**config.mk**
```make
export PLATFORM = sky130hd
export DESIGN_NAME = pwm_slope_timer
export DESIGN_NICKNAME = d
export VERILOG_FILES = /design/src/rtl/pwm_slope_pkg.sv /design/src/rtl/pwm_period_cnt.sv /design/src/rtl/pwm_ctrl_regs.sv /design/src/rtl/pwm_cmp_chan.sv /design/src/rtl/pwm_slope_timer.sv
export SDC_FILE = /design/constraint.sdc
export NUM_CORES = 1
export LEC_CHECK = 0
export BUFFER_PORTS_ARGS = -buffer_cell sky130_fd_sc_hd__buf_2
export CAP_MARGIN = 25
export CORE_ASPECT_RATIO = 0.9
export CORE_UTILIZATION = 28
export CTS_BUF_LIST = sky130_fd_sc_hd__clkbuf_16
export DETAILED_ROUTE_END_ITERATION = 12
export HOLD_SLACK_MARGIN = 0.15
export PLACE_DENSITY_LB_ADDON = 0.15
export SYNTH_ARGS = -nofsm -noshare
export SYNTH_HDL_FRONTEND = slang
export SYNTH_SLANG_ARGS = --single-unit
```
**constraint.sdc**
```tcl
create_clock -name clk -period 3.05 [get_ports clk]
set_input_delay 0.4575 -clock clk [delete_from_list [all_inputs] [get_ports clk]]
set_output_delay 0.4575 -clock clk [all_outputs]
set_load 0.02 [all_outputs]
```
**src/rtl/pwm_slope_pkg.sv**
```systemverilog
package pwm_slope_pkg;
   localparam int REG_AW = 4;
   localparam int MAX_CH = 4;
   // register addresses
   localparam logic [REG_AW-1:0] A_CTRL  = 4'd0;
   localparam logic [REG_AW-1:0] A_FLAG  = 4'd1;
   localparam logic [REG_AW-1:0] A_PER   = 4'd2;
   localparam logic [REG_AW-1:0] A_PERB  = 4'd3;
   localparam logic [REG_AW-1:0] A_CMP0  = 4'd4;
   localparam logic [REG_AW-1:0] A_CMPB0 = 4'd8;
   localparam logic [REG_AW-1:0] A_CNT   = 4'd12;
   // control bit positions
   localparam int C_RUN  = 0;
   localparam int C_IE   = 1;
   localparam int C_POL0 = 2;
endpackage

```
**src/rtl/pwm_period_cnt.sv**
```systemverilog
module pwm_period_cnt #(
   parameter int CNT_W = 16
) (
   input  logic             clk,
   input  logic             rst_n,
   input  logic             run,
   input  logic             tick_en,
   input  logic [CNT_W-1:0] per_act,
   output logic [CNT_W-1:0] cnt_q,
   output logic             wrap,
   output logic             ovf_pulse
);
   // A period lowered below the count by a direct write still wraps.
   assign wrap = run && tick_en && (cnt_q >= per_act);

   always_ff @(posedge clk or negedge rst_n) begin
      if (!rst_n) begin
         cnt_q     <= '0;
         ovf_pulse <= 1'b0;
      end else begin
         ovf_pulse <= wrap;
         if (!run)
            cnt_q <= '0;
         else if (tick_en)
            cnt_q <= wrap ? '0 : cnt_q + 1'b1;
      end
   end
endmodule

```
**src/rtl/pwm_ctrl_regs.sv**
```systemverilog
module pwm_ctrl_regs
   import pwm_slope_pkg::*;
#(
   parameter int CNT_W   = 16,
   parameter int NUM_CH  = 4,
   parameter logic [CNT_W-1:0] PER_RST = '1,
   localparam int CTL_W  = 2 + NUM_CH
) (
   input  logic              clk,
   input  logic              rst_n,
   input  logic              wr_en,
   input  logic [REG_AW-1:0] wr_addr,
   input  logic [CNT_W-1:0]  wr_data,
   input  logic              wrap,
   output logic [CTL_W-1:0]  ctrl_q,
   output logic              run,
   output logic              irq_en,
   output logic [NUM_CH-1:0] pol,
   output logic [CNT_W-1:0]  per_act,
   output logic [CNT_W-1:0]  per_buf,
   output logic              flag,
   output logic              irq
);
   logic per_pend;
   logic wr_ctrl, wr_flag, wr_per, wr_perb;

   assign wr_ctrl = wr_en && (wr_addr == A_CTRL);
   assign wr_flag = wr_en && (wr_addr == A_FLAG);
   assign wr_per  = wr_en && (wr_addr == A_PER);
   assign wr_perb = wr_en && (wr_addr == A_PERB);

   always_ff @(posedge clk or negedge rst_n) begin
      if (!rst_n) begin
         ctrl_q <= '0;
         flag   <= 1'b0;
      end else begin
         if (wr_ctrl)
            ctrl_q <= wr_data[CTL_W-1:0];
         // a wrap in the same cycle as a clear keeps the flag set
         if (wrap)
            flag <= 1'b1;
         else if (wr_flag && wr_data[0])
            flag <= 1'b0;
      end
   end

   always_ff @(posedge clk or negedge rst_n) begin
      if (!rst_n) begin
         per_act  <= PER_RST;
         per_buf  <= PER_RST;
         per_pend <= 1'b0;
      end else begin
         if (wr_per) begin
            per_act  <= wr_data;
            per_pend <= 1'b0;
         end else if (wrap && per_pend) begin
            per_act  <= per_buf;
            per_pend <= 1'b0;
         end
         if (wr_perb) begin
            per_buf  <= wr_data;
            per_pend <= 1'b1;
         end
      end
   end

   assign run    = ctrl_q[C_RUN];
   assign irq_en = ctrl_q[C_IE];
   assign pol    = ctrl_q[C_POL0 +: NUM_CH];
   assign irq    = flag && irq_en;
endmodule

```
**src/rtl/pwm_cmp_chan.sv**
```systemverilog
module pwm_cmp_chan #(
   parameter int CNT_W = 16
) (
   input  logic             clk,
   input  logic             rst_n,
   input  logic             run,
   input  logic             pol,
   input  logic [CNT_W-1:0] cnt,
   input  logic             wrap,
   input  logic             cmp_wr,
   input  logic             cmpb_wr,
   input  logic [CNT_W-1:0] wr_data,
   output logic [CNT_W-1:0] cmp_act,
   output logic [CNT_W-1:0] cmp_buf,
   output logic             pwm_o
);
   logic pend;

   always_ff @(posedge clk or negedge rst_n) begin
      if (!rst_n) begin
         cmp_act <= '0;
         cmp_buf <= '0;
         pend    <= 1'b0;
      end else begin
         if (cmp_wr) begin
            cmp_act <= wr_data;
            pend    <= 1'b0;
         end else if (wrap && pend) begin
            cmp_act <= cmp_buf;
            pend    <= 1'b0;
         end
         if (cmpb_wr) begin
            cmp_buf <= wr_data;
            pend    <= 1'b1;
         end
      end
   end

   assign pwm_o = (run && (cnt < cmp_act)) ^ pol;
endmodule

```
**src/rtl/pwm_slope_timer.sv**
```systemverilog
module pwm_slope_timer
   import pwm_slope_pkg::*;
#(
   parameter int CNT_W  = 16,
   parameter int NUM_CH = 4,
   parameter logic [CNT_W-1:0] PER_RST = '1
) (
   input  logic              clk,
   input  logic              rst_n,
   input  logic              tick_en,
   input  logic              wr_en,
   input  logic [REG_AW-1:0] wr_addr,
   input  logic [CNT_W-1:0]  wr_data,
   input  logic [REG_AW-1:0] rd_addr,
   output logic [CNT_W-1:0]  rd_data,
   output logic [NUM_CH-1:0] pwm_out,
   output logic              ovf_pulse,
   output logic              irq
);
   localparam int CTL_W = 2 + NUM_CH;

   if (NUM_CH < 1 || NUM_CH > MAX_CH) begin : g_bad_ch
      $error("pwm_slope_timer: NUM_CH must be 1..%0d", MAX_CH);
   end
   if (CNT_W < CTL_W) begin : g_bad_w
      $error("pwm_slope_timer: CNT_W too narrow for control register");
   end

   logic [CTL_W-1:0]  ctrl_q;
   logic              run, irq_en, flag, wrap;
   logic [NUM_CH-1:0] pol;
   logic [CNT_W-1:0]  per_act, per_buf, cnt_q;
   logic [CNT_W-1:0]  cmp_act [NUM_CH];
   logic [CNT_W-1:0]  cmp_buf [NUM_CH];

   pwm_ctrl_regs #(.CNT_W(CNT_W), .NUM_CH(NUM_CH), .PER_RST(PER_RST)) regs_i (
      .clk(clk), .rst_n(rst_n), .wr_en(wr_en), .wr_addr(wr_addr),
      .wr_data(wr_data), .wrap(wrap), .ctrl_q(ctrl_q), .run(run),
      .irq_en(irq_en), .pol(pol), .per_act(per_act), .per_buf(per_buf),
      .flag(flag), .irq(irq)
   );

   pwm_period_cnt #(.CNT_W(CNT_W)) cnt_i (
      .clk(clk), .rst_n(rst_n), .run(run), .tick_en(tick_en),
      .per_act(per_act), .cnt_q(cnt_q), .wrap(wrap), .ovf_pulse(ovf_pulse)
   );

   for (genvar i = 0; i < NUM_CH; i++) begin : g_ch
      logic cmp_wr, cmpb_wr;
      assign cmp_wr  = wr_en && (wr_addr == A_CMP0  + REG_AW'(i));
      assign cmpb_wr = wr_en && (wr_addr == A_CMPB0 + REG_AW'(i));
      pwm_cmp_chan #(.CNT_W(CNT_W)) chan_i (
         .clk(clk), .rst_n(rst_n), .run(run), .pol(pol[i]), .cnt(cnt_q),
         .wrap(wrap), .cmp_wr(cmp_wr), .cmpb_wr(cmpb_wr), .wr_data(wr_data),
         .cmp_act(cmp_act[i]), .cmp_buf(cmp_buf[i]), .pwm_o(pwm_out[i])
      );
   end

   always_comb begin
      rd_data = '0;
      if (rd_addr == A_CTRL)      rd_data = CNT_W'(ctrl_q);
      else if (rd_addr == A_FLAG) rd_data = CNT_W'(flag);
      else if (rd_addr == A_PER)  rd_data = per_act;
      else if (rd_addr == A_PERB) rd_data = per_buf;
      else if (rd_addr == A_CNT)  rd_data = cnt_q;
      else begin
         for (int i = 0; i < NUM_CH; i++) begin
            if (rd_addr == A_CMP0 + REG_AW'(i))  rd_data = cmp_act[i];
            if (rd_addr == A_CMPB0 + REG_AW'(i)) rd_data = cmp_buf[i];
         end
      end
   end
endmodule

```
==> impl_metrics.env, run 1 <==
export IMPL_initial_core_util_pct=28.4
export IMPL_drive_gt1_share_pct=28.0
export IMPL_cts_tree="built"
export IMPL_peakVddDrop_uv=537
export IMPL_synth_xor_area_share_pct=0.286
export IMPL_status="complete, but fails checks"
export IMPL_synth_commonest_cells="dfrtp_1, nor2_1, nand3_1, a31oi_1, a21o_1"
export IMPL_min_period_ns=3.17
export IMPL_grt_max_degree=67
export IMPL_num_vias=11200
export IMPL_cts_buffers=17
export IMPL_final_setup_viol_count=2
export IMPL_async_flop_share_pct=100
export IMPL_skew_ns=0.0136
export IMPL_synth_area_top_cells="dfrtp_1, mux2_2, ha_1"
export IMPL_synth_avg_cell_area_sq_um=9.07
export IMPL_ys_types=67
export IMPL_htree_levels=4
export IMPL_cpMaxStageDelayCell="dfrtp_2"
export IMPL_clock_sinks=189
export IMPL_die_y_microns=200
export IMPL_maxSlewHeadroom_pct=33.9
export IMPL_grt_use_total_pct=23.4
export IMPL_rsz0062_at_grt="yes"
export IMPL_first_global_vias=10700
export IMPL_required_ns=2.59
export IMPL_die_w_microns=222
export IMPL_placementRows=72
export IMPL_muxShareOfSynthArea_pct=8.72
export IMPL_yosysSeqAreaShare_pct=38.9
export IMPL_wl_per_cell_microns=26.0
export IMPL_drt_initial_drc_count=874
export IMPL_end_kind="output port"
export IMPL_hold_path_class="input port to flop"
export IMPL_synth_top_area_share_pct=32.1
export IMPL_antenna_found_initial=2
export IMPL_cap_violations=0
export IMPL_syn_cell_area_sq_um=12300
export IMPL_clockBufferDepth=2
export IMPL_synth_edf_count=0
export IMPL_period_share_pct=104
export IMPL_io_pins=50
export IMPL_area_delta_synth_final_pct=19.8
export IMPL_final_antenna_net_count=0
export IMPL_viasPerCell=5.64
export IMPL_critical_path_max_stage_delay_ns=0.51
export IMPL_synth_fp_nets=1455
export IMPL_max_freq_mhz=316
export IMPL_critical_path_class="flop to output port"
export IMPL_holdWs_ns=0.349
export IMPL_path_clk_slew_ns=0.08
export IMPL_worstSetupStartpointType="flop"
export IMPL_ys_flop_type="dfrtp_1"
export IMPL_design_area_sq_um=14700
export IMPL_antenna_cells=0
export IMPL_dp_hpwl_mm=36.3
export IMPL_coreArea_sq_um=43100
export IMPL_place_area_sq_um=13500
export IMPL_cp_cell_sequence="ha_4 > a21oi_4 > a21oi_2 > a211oi_2 > o211ai_1 > a2111oi_2 > buf_4 > xor2_4 > buf_6"
export IMPL_num_nets_final=1522
export IMPL_synth_compound_area_share_pct=23.9
export IMPL_first_pass_iters=7
export IMPL_ys_ff_latch=189
export IMPL_cp_max_fo=4
export IMPL_portBuffers=49
export IMPL_violations="negative setup slack"
export IMPL_maxSlewViolCount=0
export IMPL_root_buffer="clkbuf_16"
export IMPL_clk_latency_ns=0.47
export IMPL_yosys_area_top_type="dfrtp_1"
export IMPL_p_per_area_nw_per_um2=560
export IMPL_yosysMostFrequentCell="dfrtp_1"
export IMPL_setup_ws_ns=-0.118
export IMPL_synth_warnings=0
export IMPL_synthCells=1350
export IMPL_dieArea_sq_um=44600
export IMPL_wirelength_mm=51.6
export IMPL_grt_overflow_total=0
export IMPL_yosys_area_share_adder_pct=7.86
export IMPL_power_leakage_nw=6.98
export IMPL_grt_pass1_wl_mm=76.0
export IMPL_drc=0
export IMPL_synth_top_family_by_area="compound AO/OA/AOI/OAI gates"
export IMPL_crit_arrival_ns=2.71
export IMPL_synth_simple_area_share_pct=13.5
export IMPL_hold_viol_final=0
export IMPL_tightest_slew_ns=0.992
export IMPL_gp_congestion=0.880
-- layout make-up --
type | instances | area (sq um)
clock buffer | 17 | 425
multi-input combinational | 958 | 7010
sequential | 189 | 4780
timing repair buffer | 163 | 1280
clock inverter | 15 | 153
inverter | 88 | 333
tap | 555 | 694
fill | 4443 | 28400
-- critical path, delay by kind of cell, from the launching register on --
kind            cells  cell delay (ns)
xor+xnor            1             0.16
compound gates      5             1.04
fa+ha+maj           1             0.20
buf+inv             2             0.34
flops               1             0.51
-- cell families after synthesis --
kind of cell,count (synthesis)
compound gates,427
xor+xnor,4
simple gates,354
mux,96
fa+ha+maj,77
buf+inv,203
flops,189
-- routing by layer --
metal | GRT usage [%] | vias to the layer above | routed length [microns]
met5 | 0 | - | 0
met4 | 6.72 | 0 | 1240
met3 | 5.21 | 60 | 3660
met2 | 33.6 | 422 | 21800
met1 | 34.6 | 5658 | 25000
li1 | - | 5065 | -
-- through the flow --
stage	total power, mW	instances	setup TNS, ns	setup slack [ns]	util (%)
floorplan	4.85	1350	0	0.347	-
global placement	5.73	1932	0	0.0335	31.4
detailed placement	5.74	1932	0	0.0558	31.4
CTS	8.14	1976	-0.0497	-0.0497	33.2
global route	8.64	1985	-0.383	-0.218	34.1
finish	8.22	1985	-0.130	-0.118	34.1
-- where the power goes --
part / internal, mW / leakage [nW] / switching (mW) / total [mW]
clock: 1.16 / 0.284 / 1.16 / 2.32
combinational: 1.01 / 4.53 / 1.38 / 2.39
sequential: 3.08 / 2.16 / 0.437 / 3.51
-- what timing repair did --
action,CTS,global route
hold endpoints to repair,43,0
setup endpoints to repair,4,4
gates resized for setup,40,55
pin swaps,8,24
hold buffers,1,0
setup buffers,12,9
-- cells in the final DEF, fill, tap and decap left out, types with 8 or more instances in the layout --
master / Yosys / routed
dfrtp_1: 157 / 145
o22ai_1: 14 / 14
buf_4: 12 / 98
a221oi_1: 29 / 29
ha_1: 77 / 64
ha_4: 0 / 13
dfrtp_2: 0 / 12
buf_2: 13 / 44
nor2b_1: 21 / 17
a31oi_1: 89 / 85
inv_2: 0 / 8
nand2_1: 59 / 59
buf_6: 2 / 9
a21oi_1: 53 / 45
a21o_1: 87 / 87
dfstp_2: 32 / 32
clkbuf_16: 0 / 17
mux2i_1: 10 / 10
nand3_1: 98 / 98
nor3_1: 13 / 10
nor2_1: 122 / 121
and3_1: 10 / 9
o21ai_0: 79 / 70
inv_1: 86 / 78
nand4_1: 9 / 9
buf_12: 0 / 9
mux2_2: 86 / 86
-- state kept, by name, summed over array words and instances (netlist names) --
register and count:
regs_i.flag 1, g_ch.chan_i.cmp_buf 64, regs_i.per_pend 1, regs_i.per_buf 16
regs_i.per_act 16, regs_i.ctrl_q 6, cnt_i.cnt_q 16, g_ch.chan_i.cmp_act 64
g_ch.chan_i.pend 4, cnt_i.ovf_pulse 1
-- worst paths after layout --
kind	from	end	slack (ns)	depth (start not counted)
min	wr_data[12]	regs_i.per_act[12]$_DFFE_PN1P_	0.35	3
max reg2reg	cnt_i.cnt_q[6]$_DFFE_PN0P_	g_ch[3].chan_i.cmp_act[0]$_DFFE_PN0P_	0.15	12
min reg2reg	regs_i.per_buf[3]$_DFFE_PN1P_	regs_i.per_act[3]$_DFFE_PN1P_	0.51	2
min in group asynchronous	rst_n	cnt_i.ovf_pulse$_DFF_PN0_	0.56	2
max in group asynchronous	rst_n	regs_i.per_act[9]$_DFFE_PN1P_	1.52	3
max	cnt_i.cnt_q[9]$_DFFE_PN0P_	pwm_out[3]	-0.12	9
Power figures use the tool's default switching activity.
==> inputs of run 2 (changes only) <==
- CAP_MARGIN: 25 -> 10
- PLACE_DENSITY_LB_ADDON: 0.15 -> unset
- clock period: 3.05 -> 3 ns (I/O delays scaled with it)
==> impl_metrics.env, run 2 (same netlist as run 1, synthesis figures left out) <==
export IMPL_final_cell_mix="dfrtp_1, nor2_1, nand3_1, a21o_1"
export IMPL_area_delta_synth_final_pct=18.0
export IMPL_crit_family="flip-flops"
export IMPL_violations="negative setup slack"
export IMPL_num_nets_final=1498
export IMPL_final_setup_viol_count=2
export IMPL_power_leakage_nw=6.90
export IMPL_final_antenna_net_count=0
export IMPL_htree_levels=4
export IMPL_nFillCells=4402
export IMPL_hold_viol_final=0
export IMPL_tightest_slew_ns=1.13
export IMPL_status="complete, but fails checks"
export IMPL_multi_input_area_sq_um=6920
export IMPL_layout_cells_most_common="dfrtp_1"
export IMPL_dp_hpwl_mm=30.4
export IMPL_cap_violations=0
export IMPL_initial_core_util_pct=28.4
export IMPL_end_kind="output port"
export IMPL_rsz0062_at_grt="yes"
export IMPL_skew_ns=0.0114
export IMPL_hold_path_class="input port to flop"
export IMPL_reg_top3="g_ch.chan_i.cmp_act: 64 flops, g_ch.chan_i.cmp_buf: 64 flops"
export IMPL_clk_latency_ns=0.45
export IMPL_wirelength_mm=43.6
export IMPL_die_y_microns=200
export IMPL_place_area_sq_um=13400
export IMPL_setup_tns_ns=-0.0519
export IMPL_drt_initial_drc_count=1361
export IMPL_worstSetupStartpointType="flop"
export IMPL_min_period_ns=3.03
export IMPL_placementRows=72
export IMPL_cp_max_fo=7
export IMPL_portBuffers=49
export IMPL_max_freq_mhz=330
export IMPL_cts_buffers=17
export IMPL_gp_congestion=0.942
export IMPL_critical_path_class="flop to output port"
export IMPL_root_buffer="clkbuf_16"
export IMPL_pre_cts_slack_ns=-0.00812
export IMPL_path_clk_slew_ns=0.07
export IMPL_coreArea_sq_um=43100
export IMPL_maxSlewViolCount=0
export IMPL_grt_max_degree=76
export IMPL_die_w_microns=222
export IMPL_wl_per_cell_microns=22.2
export IMPL_grt_pass1_wl_mm=65.8
export IMPL_power_mw=8.09
export IMPL_first_pass_iters=7
export IMPL_grt_use_total_pct=19.3
export IMPL_critPathMostFrequentCell="buf_6"
export IMPL_cpMaxStageDelayCell="dfrtp_2"
export IMPL_clock_sinks=189
export IMPL_viasPerCell=5.72
export IMPL_cp_buffers_inverters=2
export IMPL_required_ns=2.55
export IMPL_clockBufferDepth=2
export IMPL_drive_gt1_share_pct=25.3
export IMPL_peakVddDrop_uv=305
export IMPL_drc=0
export IMPL_p_per_area_nw_per_um2=560
export IMPL_cp_cell_sequence="buf_6 > ha_1 > nand4_1 > a21oi_2 > o31ai_1 > and3_1 > o2bb2ai_2 > xor2_2 > buf_6"
export IMPL_design_area_sq_um=14500
export IMPL_dieArea_sq_um=44600
export IMPL_first_global_vias=10500
export IMPL_num_vias=11200
export IMPL_period_share_pct=101
export IMPL_io_pins=50
export IMPL_critical_path_max_stage_delay_ns=0.45
export IMPL_crit_arrival_ns=2.58
export IMPL_antenna_found_initial=1
export IMPL_antenna_cells=0
export IMPL_regArea_sq_um=4780
export IMPL_cts_tree="built"
export IMPL_maxSlewHeadroom_pct=24.5
export IMPL_setup_ws_ns=-0.0339
export IMPL_grt_overflow_total=0
run 2: tightest hold or removal path, stage by stage:
cell     delay [ns]
buf_2          0.18
nor2_1         0.12
a31oi_1        0.05
run 2: report_power, final:
| group | internal [mW] | switching (mW) |
|---|---|---|
| clock | 1.21 | 1.05 |
| combinational | 0.980 | 1.29 |
| sequential | 3.13 | 0.432 |
run 2: layout make-up:
| class | instances | area share, % |
|---|---|---|
| clock buffers | 17 | 2.94 |
| multi-input cells | 958 | 47.8 |
| inverters | 88 | 2.34 |
| flip-flops and latches | 189 | 33.1 |
| clock inverters | 15 | 0.935 |
| repair buffers | 139 | 8.09 |
| well taps | 555 | 4.80 |
run 2: worst paths after layout:
kind	startpoint	to	slack (ns)	cells past startpoint
hold / removal	wr_data[7]	regs_i.per_act[7]$_DFFE_PN1P_	0.35	3
hold reg to reg	regs_i.per_buf[5]$_DFFE_PN1P_	regs_i.per_act[5]$_DFFE_PN1P_	0.51	2
min in group asynchronous	rst_n	g_ch[0].chan_i.cmp_buf[3]$_DFFE_PN0P_	0.65	2
max in group asynchronous	rst_n	regs_i.per_act[10]$_DFFE_PN1P_	1.55	3
setup / recovery	cnt_i.cnt_q[9]$_DFFE_PN0P_	pwm_out[2]	-0.03	9
setup reg to reg	cnt_i.cnt_q[14]$_DFFE_PN0P_	g_ch[2].chan_i.cmp_act[0]$_DFFE_PN0P_	0.08	11
run 2: layer usage:
layer	up-vias	global-route usage, %	wire length [microns]
met1	5606	28.1	19800
met4	2	6.31	1190
met2	536	29.0	19000
met3	61	3.09	3560
li1	5010	-	-
met5	-	0	13
run 2: what timing repair did:
item / 4_1_cts / 5_1_grt
pin swaps: 13 / 11
resized for setup: 31 / 44
endpoints found under the hold margin: 63 / 0
setup endpoints to repair: 5 / 65
hold buffers: 1 / 0
gates cloned: 0 / 3
setup buffers: 7 / 4
run 2: per-stage QoR:
step | std cells | utilization (%) | hold WS (ns)
after detailed placement | 1914 | 31.1 | 0.503
after floorplan | 1350 | - | 0.154
after global routing | 1961 | 33.6 | 0.351
final | 1961 | 33.6 | 0.351
after CTS | 1954 | 32.9 | 0.333
after global placement | 1914 | 31.1 | 0.494
